===== config.mk =====
export PLATFORM = sky130hd
export DESIGN_NAME = i2c_regbank_slave
export DESIGN_NICKNAME = d
export VERILOG_FILES = /design/src/rtl/i2c_regbank_pkg.sv /design/src/rtl/i2c_regbank_sync.sv /design/src/rtl/i2c_regbank_mem.sv /design/src/rtl/i2c_regbank_fsm.sv /design/src/rtl/i2c_regbank_slave.sv
export SDC_FILE = /design/constraint.sdc
export NUM_CORES = 1
export LEC_CHECK = 0
export ABC_CLOCK_PERIOD_IN_PS = 3300
export BUFFER_PORTS_ARGS = -buffer_cell sky130_fd_sc_hd__buf_2
export CAP_MARGIN = 20
export CORE_MARGIN = 2
export CORE_UTILIZATION = 29
export DETAILED_ROUTE_END_ITERATION = 16
export PLACE_DENSITY_LB_ADDON = 0.05
export SYNTH_ARGS = -nofsm -noshare
export SYNTH_HDL_FRONTEND = slang
export SYNTH_HIERARCHICAL = 1
export SYNTH_SLANG_ARGS = --single-unit

===== constraint.sdc =====
create_clock -name clk -period 3.3 [get_ports clk]
set_input_delay 0.495 -clock clk [delete_from_list [all_inputs] [get_ports clk]]
set_output_delay 0.495 -clock clk [all_outputs]
set_load 0.02 [all_outputs]

===== src/rtl/i2c_regbank_pkg.sv =====
package i2c_regbank_pkg;

    // Phase of the byte engine
    typedef enum logic [2:0] {
        ST_IDLE   = 3'd0,   // not addressed, bus ignored
        ST_RX     = 3'd1,   // shifting in a byte from the master
        ST_ACK_TX = 3'd2,   // slave holds SDA low for the acknowledge
        ST_TX     = 3'd3,   // shifting a register byte out
        ST_ACK_RX = 3'd4    // sampling the master's acknowledge
    } eng_state_e;

    // Meaning of the byte being received
    typedef enum logic [1:0] {
        K_ADDR = 2'd0,
        K_SUB  = 2'd1,
        K_DATA = 2'd2
    } byte_kind_e;

    localparam int BYTE_W = 8;

endpackage


===== src/rtl/i2c_regbank_sync.sv =====
// Two-flop synchroniser for SCL/SDA plus edge and START/STOP detection.
module i2c_regbank_sync (
    input  logic clk,
    input  logic rst_n,
    input  logic scl_i,
    input  logic sda_i,
    output logic sda_s,
    output logic scl_rise,
    output logic scl_fall,
    output logic start_det,
    output logic stop_det
);

    typedef struct packed {
        logic [1:0] scl_ff;
        logic [1:0] sda_ff;
        logic       scl_prev;
        logic       sda_prev;
    } sync_t;

    sync_t sync_d, sync_q;
    logic  scl_s;

    always_comb begin
        sync_d          = sync_q;
        sync_d.scl_ff   = {sync_q.scl_ff[0], scl_i};
        sync_d.sda_ff   = {sync_q.sda_ff[0], sda_i};
        sync_d.scl_prev = sync_q.scl_ff[1];
        sync_d.sda_prev = sync_q.sda_ff[1];
    end

    always_ff @(posedge clk or negedge rst_n) begin
        if (!rst_n) sync_q <= '1;   // idle bus: both lines high
        else        sync_q <= sync_d;
    end

    assign scl_s     = sync_q.scl_ff[1];
    assign sda_s     = sync_q.sda_ff[1];
    assign scl_rise  = scl_s & ~sync_q.scl_prev;
    assign scl_fall  = ~scl_s & sync_q.scl_prev;
    assign start_det = scl_s & sync_q.scl_prev & sync_q.sda_prev & ~sda_s;
    assign stop_det  = scl_s & sync_q.scl_prev & ~sync_q.sda_prev & sda_s;

endmodule


===== src/rtl/i2c_regbank_mem.sv =====
// Register bank: one write port, one combinational read port, all contents exposed.
module i2c_regbank_mem #(
    parameter int NREG = 32,
    localparam int PW  = $clog2(NREG)
) (
    input  logic                                 clk,
    input  logic                                 rst_n,
    input  logic                                 we,
    input  logic [PW-1:0]                        waddr,
    input  logic [i2c_regbank_pkg::BYTE_W-1:0]   wdata,
    input  logic [PW-1:0]                        raddr,
    output logic [i2c_regbank_pkg::BYTE_W-1:0]   rdata,
    output logic [NREG*i2c_regbank_pkg::BYTE_W-1:0] regs_o
);

    import i2c_regbank_pkg::*;

    logic [BYTE_W-1:0] mem_d [NREG];
    logic [BYTE_W-1:0] mem_q [NREG];

    always_comb begin
        mem_d = mem_q;
        if (we) mem_d[waddr] = wdata;
    end

    always_ff @(posedge clk or negedge rst_n) begin
        if (!rst_n) begin
            for (int i = 0; i < NREG; i++) mem_q[i] <= '0;
        end else begin
            mem_q <= mem_d;
        end
    end

    assign rdata = mem_q[raddr];

    for (genvar g = 0; g < NREG; g++) begin : g_flat
        assign regs_o[g*BYTE_W +: BYTE_W] = mem_q[g];
    end

endmodule


===== src/rtl/i2c_regbank_fsm.sv =====
// Byte-level protocol engine: address match, subaddress, data, acknowledge.
module i2c_regbank_fsm #(
    parameter int           NREG     = 32,
    parameter logic [6:0]   DEV_ADDR = 7'b1011111,
    localparam int          PW       = $clog2(NREG)
) (
    input  logic                                clk,
    input  logic                                rst_n,
    input  logic                                sda_s,
    input  logic                                scl_rise,
    input  logic                                scl_fall,
    input  logic                                start_det,
    input  logic                                stop_det,
    input  logic [i2c_regbank_pkg::BYTE_W-1:0]  rd_data,
    output logic                                drive_o,
    output logic [PW-1:0]                       ptr_o,
    output logic                                we_o,
    output logic [PW-1:0]                       waddr_o,
    output logic [i2c_regbank_pkg::BYTE_W-1:0]  wdata_o,
    output i2c_regbank_pkg::eng_state_e         state_o,
    output logic                                nack_o
);

    import i2c_regbank_pkg::*;

    typedef struct packed {
        eng_state_e        st;
        byte_kind_e        kind;
        logic [3:0]        cnt;
        logic [BYTE_W-1:0] sh;
        logic [PW-1:0]     ptr;
        logic              rw;
        logic              nack;
        logic              drive;
        logic              we;
        logic [PW-1:0]     wa;
        logic [BYTE_W-1:0] wd;
    } eng_t;

    localparam eng_t ENG_RST = '{st: ST_IDLE, kind: K_ADDR, default: '0};

    eng_t eng_d, eng_q;
    logic [BYTE_W-1:0] byte_in;

    function automatic logic [PW-1:0] step(input logic [PW-1:0] p);
        return (p == PW'(NREG - 1)) ? '0 : p + 1'b1;
    endfunction

    always_comb begin
        eng_d    = eng_q;
        eng_d.we = 1'b0;
        byte_in  = {eng_q.sh[BYTE_W-2:0], sda_s};

        if (start_det) begin
            // (repeated) START: expect an address, pointer untouched
            eng_d.st    = ST_RX;
            eng_d.kind  = K_ADDR;
            eng_d.cnt   = '0;
            eng_d.drive = 1'b0;
            eng_d.nack  = 1'b0;
        end else if (stop_det) begin
            eng_d.st    = ST_IDLE;
            eng_d.drive = 1'b0;
        end else begin
            unique case (eng_q.st)
                ST_RX: begin
                    if (scl_rise && eng_q.cnt != 4'd8) begin
                        eng_d.sh  = byte_in;
                        eng_d.cnt = eng_q.cnt + 4'd1;
                        if (eng_q.cnt == 4'd7) begin
                            if (eng_q.kind == K_SUB) begin
                                eng_d.ptr = byte_in[PW-1:0];
                            end else if (eng_q.kind == K_DATA) begin
                                eng_d.we  = 1'b1;
                                eng_d.wa  = eng_q.ptr;
                                eng_d.wd  = byte_in;
                                eng_d.ptr = step(eng_q.ptr);
                            end
                        end
                    end else if (scl_fall && eng_q.cnt == 4'd8) begin
                        if (eng_q.kind != K_ADDR || eng_q.sh[7:1] == DEV_ADDR) begin
                            eng_d.st    = ST_ACK_TX;
                            eng_d.drive = 1'b1;
                            if (eng_q.kind == K_ADDR) eng_d.rw = eng_q.sh[0];
                        end else begin
                            eng_d.st = ST_IDLE;
                        end
                    end
                end
                ST_ACK_TX: begin
                    if (scl_fall) begin
                        eng_d.cnt = '0;
                        if (eng_q.kind == K_ADDR && eng_q.rw) begin
                            eng_d.st    = ST_TX;
                            eng_d.sh    = rd_data;
                            eng_d.ptr   = step(eng_q.ptr);
                            eng_d.drive = ~rd_data[BYTE_W-1];
                        end else begin
                            eng_d.st    = ST_RX;
                            eng_d.drive = 1'b0;
                            eng_d.kind  = (eng_q.kind == K_ADDR) ? K_SUB : K_DATA;
                        end
                    end
                end
                ST_TX: begin
                    if (scl_fall) begin
                        if (eng_q.cnt == 4'd7) begin
                            eng_d.st    = ST_ACK_RX;
                            eng_d.drive = 1'b0;
                        end else begin
                            eng_d.cnt   = eng_q.cnt + 4'd1;
                            eng_d.sh    = {eng_q.sh[BYTE_W-2:0], 1'b0};
                            eng_d.drive = ~eng_q.sh[BYTE_W-2];
                        end
                    end
                end
                ST_ACK_RX: begin
                    if (scl_rise) begin
                        eng_d.nack = sda_s;
                    end else if (scl_fall) begin
                        if (eng_q.nack) begin
                            eng_d.st = ST_IDLE;
                        end else begin
                            eng_d.st    = ST_TX;
                            eng_d.cnt   = '0;
                            eng_d.sh    = rd_data;
                            eng_d.ptr   = step(eng_q.ptr);
                            eng_d.drive = ~rd_data[BYTE_W-1];
                        end
                    end
                end
                default: ;
            endcase
        end
    end

    always_ff @(posedge clk or negedge rst_n) begin
        if (!rst_n) eng_q <= ENG_RST;
        else        eng_q <= eng_d;
    end

    assign drive_o = eng_q.drive;
    assign ptr_o   = eng_q.ptr;
    assign we_o    = eng_q.we;
    assign waddr_o = eng_q.wa;
    assign wdata_o = eng_q.wd;
    assign state_o = eng_q.st;
    assign nack_o  = eng_q.nack;

endmodule


===== src/rtl/i2c_regbank_slave.sv =====
module i2c_regbank_slave #(
    parameter int         NREG     = 32,
    parameter logic [6:0] DEV_ADDR = 7'b1011111,
    localparam int        PW       = $clog2(NREG)
) (
    input  logic                                     clk,
    input  logic                                     rst_n,
    input  logic                                     scl_i,
    input  logic                                     sda_i,
    output logic                                     sda_pull_low,
    output logic [NREG*i2c_regbank_pkg::BYTE_W-1:0]  ctrl_regs
);

    import i2c_regbank_pkg::*;

    logic              sda_s, scl_rise, scl_fall, start_det, stop_det;
    logic [BYTE_W-1:0] rd_data, wr_data;
    logic [PW-1:0]     eng_ptr, wr_addr;
    logic              wr_en, eng_nack;
    eng_state_e        eng_state;

    i2c_regbank_sync u_sync (
        .clk       (clk),
        .rst_n     (rst_n),
        .scl_i     (scl_i),
        .sda_i     (sda_i),
        .sda_s     (sda_s),
        .scl_rise  (scl_rise),
        .scl_fall  (scl_fall),
        .start_det (start_det),
        .stop_det  (stop_det)
    );

    i2c_regbank_fsm #(.NREG(NREG), .DEV_ADDR(DEV_ADDR)) u_fsm (
        .clk       (clk),
        .rst_n     (rst_n),
        .sda_s     (sda_s),
        .scl_rise  (scl_rise),
        .scl_fall  (scl_fall),
        .start_det (start_det),
        .stop_det  (stop_det),
        .rd_data   (rd_data),
        .drive_o   (sda_pull_low),
        .ptr_o     (eng_ptr),
        .we_o      (wr_en),
        .waddr_o   (wr_addr),
        .wdata_o   (wr_data),
        .state_o   (eng_state),
        .nack_o    (eng_nack)
    );

    i2c_regbank_mem #(.NREG(NREG)) u_mem (
        .clk    (clk),
        .rst_n  (rst_n),
        .we     (wr_en),
        .waddr  (wr_addr),
        .wdata  (wr_data),
        .raddr  (eng_ptr),
        .rdata  (rd_data),
        .regs_o (ctrl_regs)
    );

endmodule


==> run summary, run 1 <==
status = finished clean
# setup viols final = 0
IO Port Bufs = 260
Tmin final = 2.82 ns
Critical Path Source = u_fsm/ptr_o[2]
beginning of the worst hold path = sda_i
number of max-cap violations = 0
gate count after technology mapping = 933
sequential share of power = 46.7%
total detailed-routing wirelength = 53600 um
half-perimeter wire length of the detailed placement result = 39600 um
detailed-routing iteration count for the pre-antenna-repair pass = 4
detailed-route wire length per cell = 28.5 um
summed negative setup slack over all endpoints = 0 ns
clock network power share = 49.9%
CP Max Fanout = 30
count of unresolved DRC violations after routing = 0
leading cell types in the layout, fill and taps excluded = sky130_fd_sc_hd__dfrtp_1 (293), sky130_fd_sc_hd__mux2_2 (268), sky130_fd_sc_hd__buf_2 (259)
number of rows created at floorplan = 81
worst r2r src = u_fsm/ptr_o[2]
data required time at the worst endpoint = 3.74 ns
wire length of the first global-routing pass = 76000 um
clock buffers created by TritonCTS = 38
Die X-Extent = 226 um
number of global-route vias before repair = 9694
total vias in the final route = 9443
count of endpoints failing hold in the final timing report = 0
Fmax achieved = 355 MHz
Skew-Pair Late Insertion Delay = 0.55 ns
VDD IR max = 270 uV
Max-Slew Margin vs Limit = 35.9%
post-CTS clock slew at the launch and capture registers of the worst setup and hold paths = 0.06 ns
Final Wtd Congestion = 0.786
transition time at the pin with the least slew margin = 0.957 ns
clock skew after layout = 0.0138 ns
critical path startpoint category = flip-flop
class of the tightest hold or removal check = input port to flip-flop
Internal Pwr Total = 0.00637 W
cell area power density = 468 nW/um2
category of the critical setup timing path = flip-flop to flip-flop
iteration-0 DRC count of the detailed router = 607
final net count = 1200
Sw Ratio = 23.0%
global router's overall resource usage = 21.1%
area taken by multi-input logic gates = 6280 um2
Die Height = 226 um
hold path depth = 1
final core occ = 36.1%
number of antenna violations at the first check in global routing = 0
placed insts = 1812
nets in the synthesized netlist = 944
initial core utilization = 29.3%
total I/O pin count = 261
RSZ-0062 raised after global routing = false
crit path capture type = flip-flop
cells on worst reg2reg path = 6
number of warnings reported in the yosys synthesis log = 6
layout cells sized above 1 = 60.3%
number of gates resized after CTS = 0
CP Data Arrival Time = 3.26 ns
area of the core = 48800 um2
synthesized area divided by synthesized cell count = 15.3 um2
final global-route overflow total = 0
area growth from synthesis to layout = 23.5%
reg-to-reg setup timing slack = 0.48 ns
P_leak = 8.89 nW
combinational power share = 3.4%
total net switching power = 0.00190 W
clock tree from TritonCTS = done
post-route clock period utilization = 85.4%
floorplan die area = 51100 um2
deepest level of the CTS H-tree = 2
Layout Cells excl Fill = 1881
most common library cell in the layout ignoring fill and taps = sky130_fd_sc_hd__dfrtp_1
remaining number of nets flagged by the antenna check after routing = 0
fill count = 4796
maximum number of pins on one net before global-route repair = 81
Max clock buf depth = 3
Via density = 5.02
Max Transition Viols Final = 0
root buf cell = sky130_fd_sc_hd__clkbuf_16
register area = 7550 um2
sink count of the clock tree = 301
synthesized area = 14300 um2
[repair_timing]
action,in CTS,in global routing
setup buffers,0,0
hold buffers,1,0
endpoints found under the hold margin,59,0
[path summary, 6_finish.rpt]
path | to
max | u_fsm/byte_in[6]
min | u_sync/sync_d[3]
max reg2reg | u_fsm/byte_in[6]
min reg2reg | u_sync/sda_s
max in group asynchronous | u_mem/regs_o[252]
min in group asynchronous | u_mem/regs_o[60]
[stage by stage]
| step | cell area [um2] | power, W | hold WS [ns] | worst slack [ns] |
|---|---|---|---|---|
| finish | 17700 | 0.00827 | 0.0514 | 0.481 |
| global placement | 16400 | 0.00422 | 0.347 | 0.501 |
| detailed placement | 16400 | 0.00422 | 0.347 | 0.490 |
| CTS | 17700 | 0.00841 | 0.0179 | 0.472 |
| global route | 17700 | 0.00859 | 0.0337 | 0.344 |
| floorplan | 14300 | 0.00404 | 0.199 | 0.458 |
[final cells by class]
| class | count | share of cell area [%] |
|---|---|---|
| inverter | 17 | 0.361 |
| tap | 664 | 4.71 |
| antenna | 2 | 0.0283 |
| multi-input combinational | 538 | 35.6 |
| sequential | 301 | 42.7 |
| clock buffer | 61 | 6.62 |
| timing repair buffer | 293 | 9.67 |
| clock inverter | 5 | 0.305 |
[power groups by stage]
stage               sequential (W)  clock [W]  combinational [W]
floorplan                  0.00387          0           0.000174
global placement           0.00393          0           0.000288
detailed placement         0.00393          0           0.000291
CTS                        0.00386    0.00425           0.000293
global route               0.00387    0.00440           0.000321
finish                     0.00386    0.00412           0.000283
[critical path: stages (launching register included)]
cell and delay [ns]:
sky130_fd_sc_hd__dfrtp_4 0.72, sky130_fd_sc_hd__buf_12 0.26, sky130_fd_sc_hd__mux4_2 0.39, sky130_fd_sc_hd__mux4_2 0.49, sky130_fd_sc_hd__mux2_2 0.28, sky130_fd_sc_hd__mux2_1 0.29, sky130_fd_sc_hd__mux2_4 0.25
[layer usage]
metal  wire length (um)  up-vias  global-route usage, %  share of wire (%)
met3               2820       50                   4.20                5.3
li1                   -     4028                      -                  -
met5                  0        -                      0                  0
met2              25100      268                   33.0                 47
met4                858        0                   4.65                1.6
met1              24800     5097                   30.2                 46
[flip-flops by register name, indices dropped and copies added (netlist names), 2 cells and up]
name           cells
u_fsm/byte_in      7
u_fsm/wdata_o      8
u_mem/regs_o     256
u_fsm/waddr_o      5
u_sync/sync_d      2
u_fsm/ptr_o        5
u_fsm/state_o      3
u_fsm/eng_q        8
u_sync/sync_q      2
Note: power is estimated with default switching activity, not from simulation.
==> run 2: changes to the inputs <==
--- a/config.mk
+++ b/config.mk
@@ -6,9 +6,10 @@
 export NUM_CORES = 1
 export LEC_CHECK = 0
-export ABC_CLOCK_PERIOD_IN_PS = 3300
+export ABC_CLOCK_PERIOD_IN_PS = 2550
 export BUFFER_PORTS_ARGS = -buffer_cell sky130_fd_sc_hd__buf_2
 export CAP_MARGIN = 20
 export CORE_MARGIN = 2
 export CORE_UTILIZATION = 29
+export CTS_BUF_LIST = sky130_fd_sc_hd__clkbuf_2
 export DETAILED_ROUTE_END_ITERATION = 16
 export PLACE_DENSITY_LB_ADDON = 0.05
==> constraint.sdc (replaced) <==
create_clock -name clk -period 2.55 [get_ports clk]
set_input_delay 0.255 -clock clk [delete_from_list [all_inputs] [get_ports clk]]
set_output_delay 0.255 -clock clk [all_outputs]
set_load 0.02 [all_outputs]
==> run 2 against run 1 <==
The flow now finishes with violations (negative setup slack). Die area stayed put. Sequential power is 29% higher. Worst hold slack better by 0.31 ns. Clock skew is 0.058 ns higher. Maximum frequency is 0.17% lower. Core utilization is 0.71 points higher. Cell area is 2.0% higher. Global-route usage is 0.46 points higher. Clock power is 7.5% lower. Register-to-register slack worse by 0.75 ns. Largest cell class unchanged. Largest power group is now registers. Highest routed layer unchanged.
==> run summary, run 2 (synthesized netlist as in run 1, its figures left out) <==
total detailed-routing wirelength = 54900 um
number of global-route vias before repair = 10.3k
VDD IR max = 220 uV
Tmin final = 2.82 ns
final net count = 1307
Fmax achieved = 354 MHz
leading cell types in the layout, fill and taps excluded = sky130_fd_sc_hd__dfrtp_1 (293), sky130_fd_sc_hd__mux2_2 (260), sky130_fd_sc_hd__buf_2 (259)
worst slack after detailed placement = -0.194 ns
post-route clock period utilization = 111%
category of the critical setup timing path = flip-flop to flip-flop
initial core utilization = 29.3%
crit path capture type = flip-flop
remaining number of nets flagged by the antenna check after routing = 0
final instance area = 18000 um2
# setup viols final = 9
crit-path max cell delay = 0.53 ns
Most Frequent Cell on Critical Path = sky130_fd_sc_hd__mux2_4
final global-route overflow total = 0
deepest level of the CTS H-tree = 3
Critical Path Source = u_fsm/ptr_o[1]
maximum number of pins on one net before global-route repair = 58
Max-Slew Margin vs Limit = 51.6%
cell area power density = 512 nW/um2
clock skew after layout = 0.0718 ns
Internal Pwr Total = 0.00667 W
number of rows created at floorplan = 81
most common library cell in the layout ignoring fill and taps = sky130_fd_sc_hd__dfrtp_1
total I/O pin count = 261
data required time at the worst endpoint = 3.45 ns
clock buffers created by TritonCTS = 87
IO Port Bufs = 260
count of unresolved DRC violations after routing = 0
Skew-Pair Late Insertion Delay = 1.06 ns
Final Wtd Congestion = 0.810
Pwr Total = 0.00922 W
area growth from synthesis to layout = 25.9%
number of max-cap violations = 0
class of the tightest hold or removal check = flip-flop to flip-flop
fill count = 4886
placed standard-cell area = 16800 um2
Max Transition Viols Final = 0
Worst Setup Slack, final = -0.274 ns
critical path startpoint category = flip-flop
iteration-0 DRC count of the detailed router = 611
status = finished, violations left
sequential share of power = 53.9%
Die X-Extent = 226 um
total vias in the final route = 10.1k
reg-to-reg setup timing slack = -0.27 ns
detailed-route wire length per cell = 27.0 um
clock tree from TritonCTS = done
clock network power share = 41.3%
P_leak = 9.29 nW
slowest cell on the critical path = sky130_fd_sc_hd__dfrtp_4
layout cells sized above 1 = 64.2%
Critical path buffers and inverters = 3
worst r2r src = u_fsm/ptr_o[1]
post-CTS clock slew at the launch and capture registers of the worst setup and hold paths = 0.09 ns
Die Height = 226 um
number of antenna violations at the first check in global routing = 2
largest delay contributor family on the critical path = multiplexers
smallest hold slack = 0.363 ns
floorplan die area = 51100 um2
CP Max Fanout = 7
wire length of the first global-routing pass = 77500 um
Via density = 4.97
sink count of the clock tree = 301
Sw Ratio = 27.7%
area of the core = 48800 um2
half-perimeter wire length of the detailed placement result = 39100 um
transition time at the pin with the least slew margin = 0.727 ns
violations in the final reports = negative setup slack
Largest register FFs = 256
root buf cell = sky130_fd_sc_hd__clkbuf_2
Max clock buf depth = 3
RSZ-0062 raised after global routing = true
beginning of the worst hold path = u_sync/sync_d[3]
count of endpoints failing hold in the final timing report = 0
global router's overall resource usage = 21.6%
combinational power share = 4.8%
total net switching power = 0.00255 W
sequence of cells on the critical path = buf_4, clkbuf_16, buf_4, mux4_2, mux4_2, mux2_4, mux2_4, mux2_4
CP Data Arrival Time = 3.73 ns
detailed-routing iteration count for the pre-antenna-repair pass = 4
-- run 2: path summary, 6_finish.rpt --
check / endpoint / cells after the start
setup reg to reg: u_fsm/byte_in[4] / 8
hold reg to reg: u_sync/sda_s / 0
min in group asynchronous: u_mem/regs_o[8] / 4
setup / recovery: u_fsm/byte_in[4] / 8
hold / removal: u_sync/sda_s / 0
max in group asynchronous: u_sync/sync_q[0] / 4
-- run 2: per-stage QoR --
step | TNS, ns | std cells | utilization (%)
after floorplan | -0.525 | 933 | -
after global placement | -1.24 | 1839 | 34.3
after detailed placement | -1.45 | 1840 | 34.3
after CTS | -1.96 | 2012 | 36.4
after global routing | -2.44 | 2031 | 36.8
final | -2.14 | 2033 | 36.9
-- run 2: final cells by class --
| class | instances | area, um2 | share of cell area [%] |
|---|---|---|---|
| inverter | 17 | 63.8 | 0.354 |
| clock buffer | 135 | 676 | 3.75 |
| clock inverter | 24 | 151 | 0.841 |
| multi-input combinational | 538 | 6340 | 35.2 |
| antenna | 3 | 7.51 | 0.0417 |
| tap | 664 | 831 | 4.61 |
| timing repair buffer | 351 | 2390 | 13.3 |
| sequential | 301 | 7550 | 41.9 |
-- run 2: power groups by stage --
stage / Combinational, W / Clock, W / Sequential [W]
after floorplan: 0.000260 / 0 / 0.00501
after global placement: 0.000432 / 0 / 0.00507
after detailed placement: 0.000435 / 0 / 0.00507
after CTS: 0.000450 / 0.00401 / 0.00498
after global routing: 0.000488 / 0.00427 / 0.00499
final: 0.000439 / 0.00381 / 0.00497
-- run 2: routing by layer --
layer	vias up	part of all wire [%]	global-route usage, %
met1	5422	49	32.1
met2	348	44	30.7
met5	-	0	0
met4	0	2.1	7.30
li1	4268	-	-
met3	67	5.5	4.84
-- run 2: worst reg2reg max path: cells and delay by family, from the launching register on --
family	cells	cell delay [ns]
DFF	1	0.53
buffers and inverters	3	0.49
muxes	5	1.66
-- run 2: timing repair --
action | 4_1_cts | 5_1_grt
setup buffers | 5 | 15
cloned | 1 | 4
endpoints found under the setup margin | 9 | 9
endpoints found under the hold margin | 303 | 0
hold buffers | 7 | 0
resized for setup | 1 | 2
==> run 3: changes to the inputs <==
Settings changed: CORE_UTILIZATION 29 to 45, RECOVER_POWER from default to 50, SLEW_MARGIN from default to 0.
==> run 3 against run 2 <==
Sequential cell count stayed put. Largest power group unchanged. Clock power is 4% lower. Total power is 1.9% lower. Combinational power is 6.6% lower. Setup slack better by 0.074 ns. The flow still finishes with violations (negative setup slack). Worst hold slack better by 0.0017 ns. Critical path type unchanged. Sequential share of layout area is 2.0 points higher. Critical endpoint is now u_fsm/byte_in[3].
==> run summary, run 3 (synthesized netlist as in run 1, its figures left out) <==
count of endpoints failing hold in the final timing report = 0
Final Wtd Congestion = 0.854
fill count = 2771
summed negative setup slack over all endpoints = -1.54 ns
# setup viols final = 9
worst slack after detailed placement = -0.198 ns
Tmin final = 2.75 ns
hold path depth = 0
crit-path max cell delay = 0.58 ns
critical path startpoint category = flip-flop
area growth from synthesis to layout = 20.2%
wire length of the first global-routing pass = 66300 um
crit path capture type = flip-flop
Fmax achieved = 364 MHz
leading cell types in the layout, fill and taps excluded = sky130_fd_sc_hd__dfrtp_1 (293), sky130_fd_sc_hd__mux2_2 (260), sky130_fd_sc_hd__buf_2 (219)
final net count = 1284
Die X-Extent = 182 um
clock buffers created by TritonCTS = 82
IO Port Bufs = 260
sink count of the clock tree = 301
deepest level of the CTS H-tree = 3
global router's overall resource usage = 27.0%
transition time at the pin with the least slew margin = 1.14 ns
detailed-routing iteration count for the pre-antenna-repair pass = 5
Max Transition Viols Final = 0
slowest cell on the critical path = sky130_fd_sc_hd__mux4_2
CP Max Fanout = 14
category of the critical setup timing path = flip-flop to flip-flop
worst r2r src = u_fsm/ptr_o[1]
post-route clock period utilization = 108%
beginning of the worst hold path = u_sync/sync_d[5]
cell area power density = 527 nW/um2
number of rows created at floorplan = 65
sequence of cells on the critical path = buf_12, mux4_2, mux4_2, mux2_4, mux2_4, mux2_4
layout cells sized above 1 = 59.9%
VDD IR max = 261 uV
total vias in the final route = 9961
register area = 7540 um2
remaining number of nets flagged by the antenna check after routing = 0
Largest register FFs = 256
initial core utilization = 45.5%
largest delay contributor family on the critical path = multiplexers
clock tree from TritonCTS = done
Die Height = 182 um
Critical path buffers and inverters = 1
Worst Setup Slack, final = -0.199 ns
half-perimeter wire length of the detailed placement result = 31500 um
post-CTS clock slew at the launch and capture registers of the worst setup and hold paths = 0.09 ns
capturing point of the worst reg2reg path = u_fsm/byte_in[3]
RSZ-0062 raised after global routing = true
most common library cell in the layout ignoring fill and taps = sky130_fd_sc_hd__dfrtp_1
maximum number of pins on one net before global-route repair = 63
class of the tightest hold or removal check = flip-flop to flip-flop
cells on worst reg2reg path = 6
Skew-Pair Late Insertion Delay = 0.89 ns
total detailed-routing wirelength = 44400 um
number of global-route vias before repair = 9976
count of unresolved DRC violations after routing = 0
violations in the final reports = negative setup slack
hold path endpoint = u_sync/scl_s
status = finished, violations left
Max-Slew Margin vs Limit = 24.0%
total I/O pin count = 261
Max clock buf depth = 3
detailed-route wire length per cell = 25.5 um
Most Frequent Cell on Critical Path = sky130_fd_sc_hd__mux2_4
area of the core = 31400 um2
number of max-cap violations = 0
data required time at the worst endpoint = 3.28 ns
CP Data Arrival Time = 3.48 ns
area taken by multi-input logic gates = 6340 um2
final global-route overflow total = 0
floorplan die area = 33200 um2
number of antenna violations at the first check in global routing = 1
Pwr Total = 0.00905 W
reg-to-reg setup timing slack = -0.20 ns
Via density = 5.73
root buf cell = sky130_fd_sc_hd__clkbuf_2
clock skew after layout = 0.0602 ns
P_leak = 8.87 nW
iteration-0 DRC count of the detailed router = 611
run 3: cell count changes in the layout (fill, tap and decap cells not counted), moves of 2 or more:
cell | before | now
sky130_fd_sc_hd__buf_4 | 56 | 36
sky130_fd_sc_hd__clkbuf_1 | 0 | 54
sky130_fd_sc_hd__dfstp_2 | 6 | 4
sky130_fd_sc_hd__buf_2 | 259 | 219
sky130_fd_sc_hd__dfstp_1 | 0 | 2
sky130_fd_sc_hd__clkinv_1 | 20 | 10
sky130_fd_sc_hd__clkbuf_4 | 0 | 3
sky130_fd_sc_hd__inv_2 | 0 | 2
sky130_fd_sc_hd__clkbuf_2 | 135 | 128
sky130_fd_sc_hd__buf_12 | 21 | 10
sky130_fd_sc_hd__clkbuf_16 | 4 | 0
sky130_fd_sc_hd__diode_2 | 3 | 1
run 3: per-layer routing:
layer	GRT usage, %	wire length [um]	part of all wire, %
met5	0	0	0
met3	7.12	3640	8.2
met4	7.77	1050	2.4
met1	41.5	20900	47
met2	37.7	18700	42
run 3: timing repair:
action / in CTS / in global routing
buffers inserted: 0 / 9
endpoints found under the hold margin: 303 / 0
endpoints found under the setup margin: 9 / 9
gates resized for setup: 1 / 1
hold buffers: 7 / 0
gates cloned: 0 / 0
run 3: worst max-delay path by stage:
stage	start	to	slack, ns	cells past startpoint
finish	u_fsm/ptr_o[1]	u_fsm/byte_in[3]	-0.20	6
global route	u_fsm/ptr_o[1]	u_fsm/byte_in[5]	-0.24	6
CTS	u_fsm/ptr_o[1]	u_fsm/byte_in[3]	-0.20	6
detailed placement	u_fsm/ptr_o[1]	u_fsm/byte_in[5]	-0.20	6
global placement	u_fsm/ptr_o[1]	u_fsm/byte_in[3]	-0.17	6
floorplan	u_fsm/ptr_o[1]	u_fsm/eng_q[29]	-0.07	8
run 3: final cells by class:
cell class,instances,area share [%]
Multi-Input combinational cell,538,36.9
Antenna cell,1,0.0146
Inverter,17,0.371
Clock inverter,19,0.954
Clock buffer,127,3.70
Timing Repair Buffer,333,11.3
Tap cell,402,2.93
Sequential cell,301,43.9
run 3: report_power, final:
| group | leakage (nW) | switching [W] | total, W | internal [W] |
|---|---|---|---|---|
| clock network | 0.602 | 0.00205 | 0.00367 | 0.00162 |
| registers | 4.17 | 0.000120 | 0.00497 | 0.00485 |
| logic | 4.10 | 0.000207 | 0.000410 | 0.000202 |
| total | 8.87 | 0.00238 | 0.00905 | 0.00667 |
run 3: per-stage QoR:
stage / hold slack [ns] / cells / area, um2 / utilization [%]
after floorplan: -0.0406 / 933 / 14500 / -
after global placement: 0.260 / 1573 / 16300 / 52.0
after detailed placement: 0.258 / 1574 / 16400 / 52.1
after CTS: 0.365 / 1727 / 17300 / 55.0
after global routing: 0.377 / 1738 / 17200 / 54.7
final: 0.365 / 1738 / 17200 / 54.7
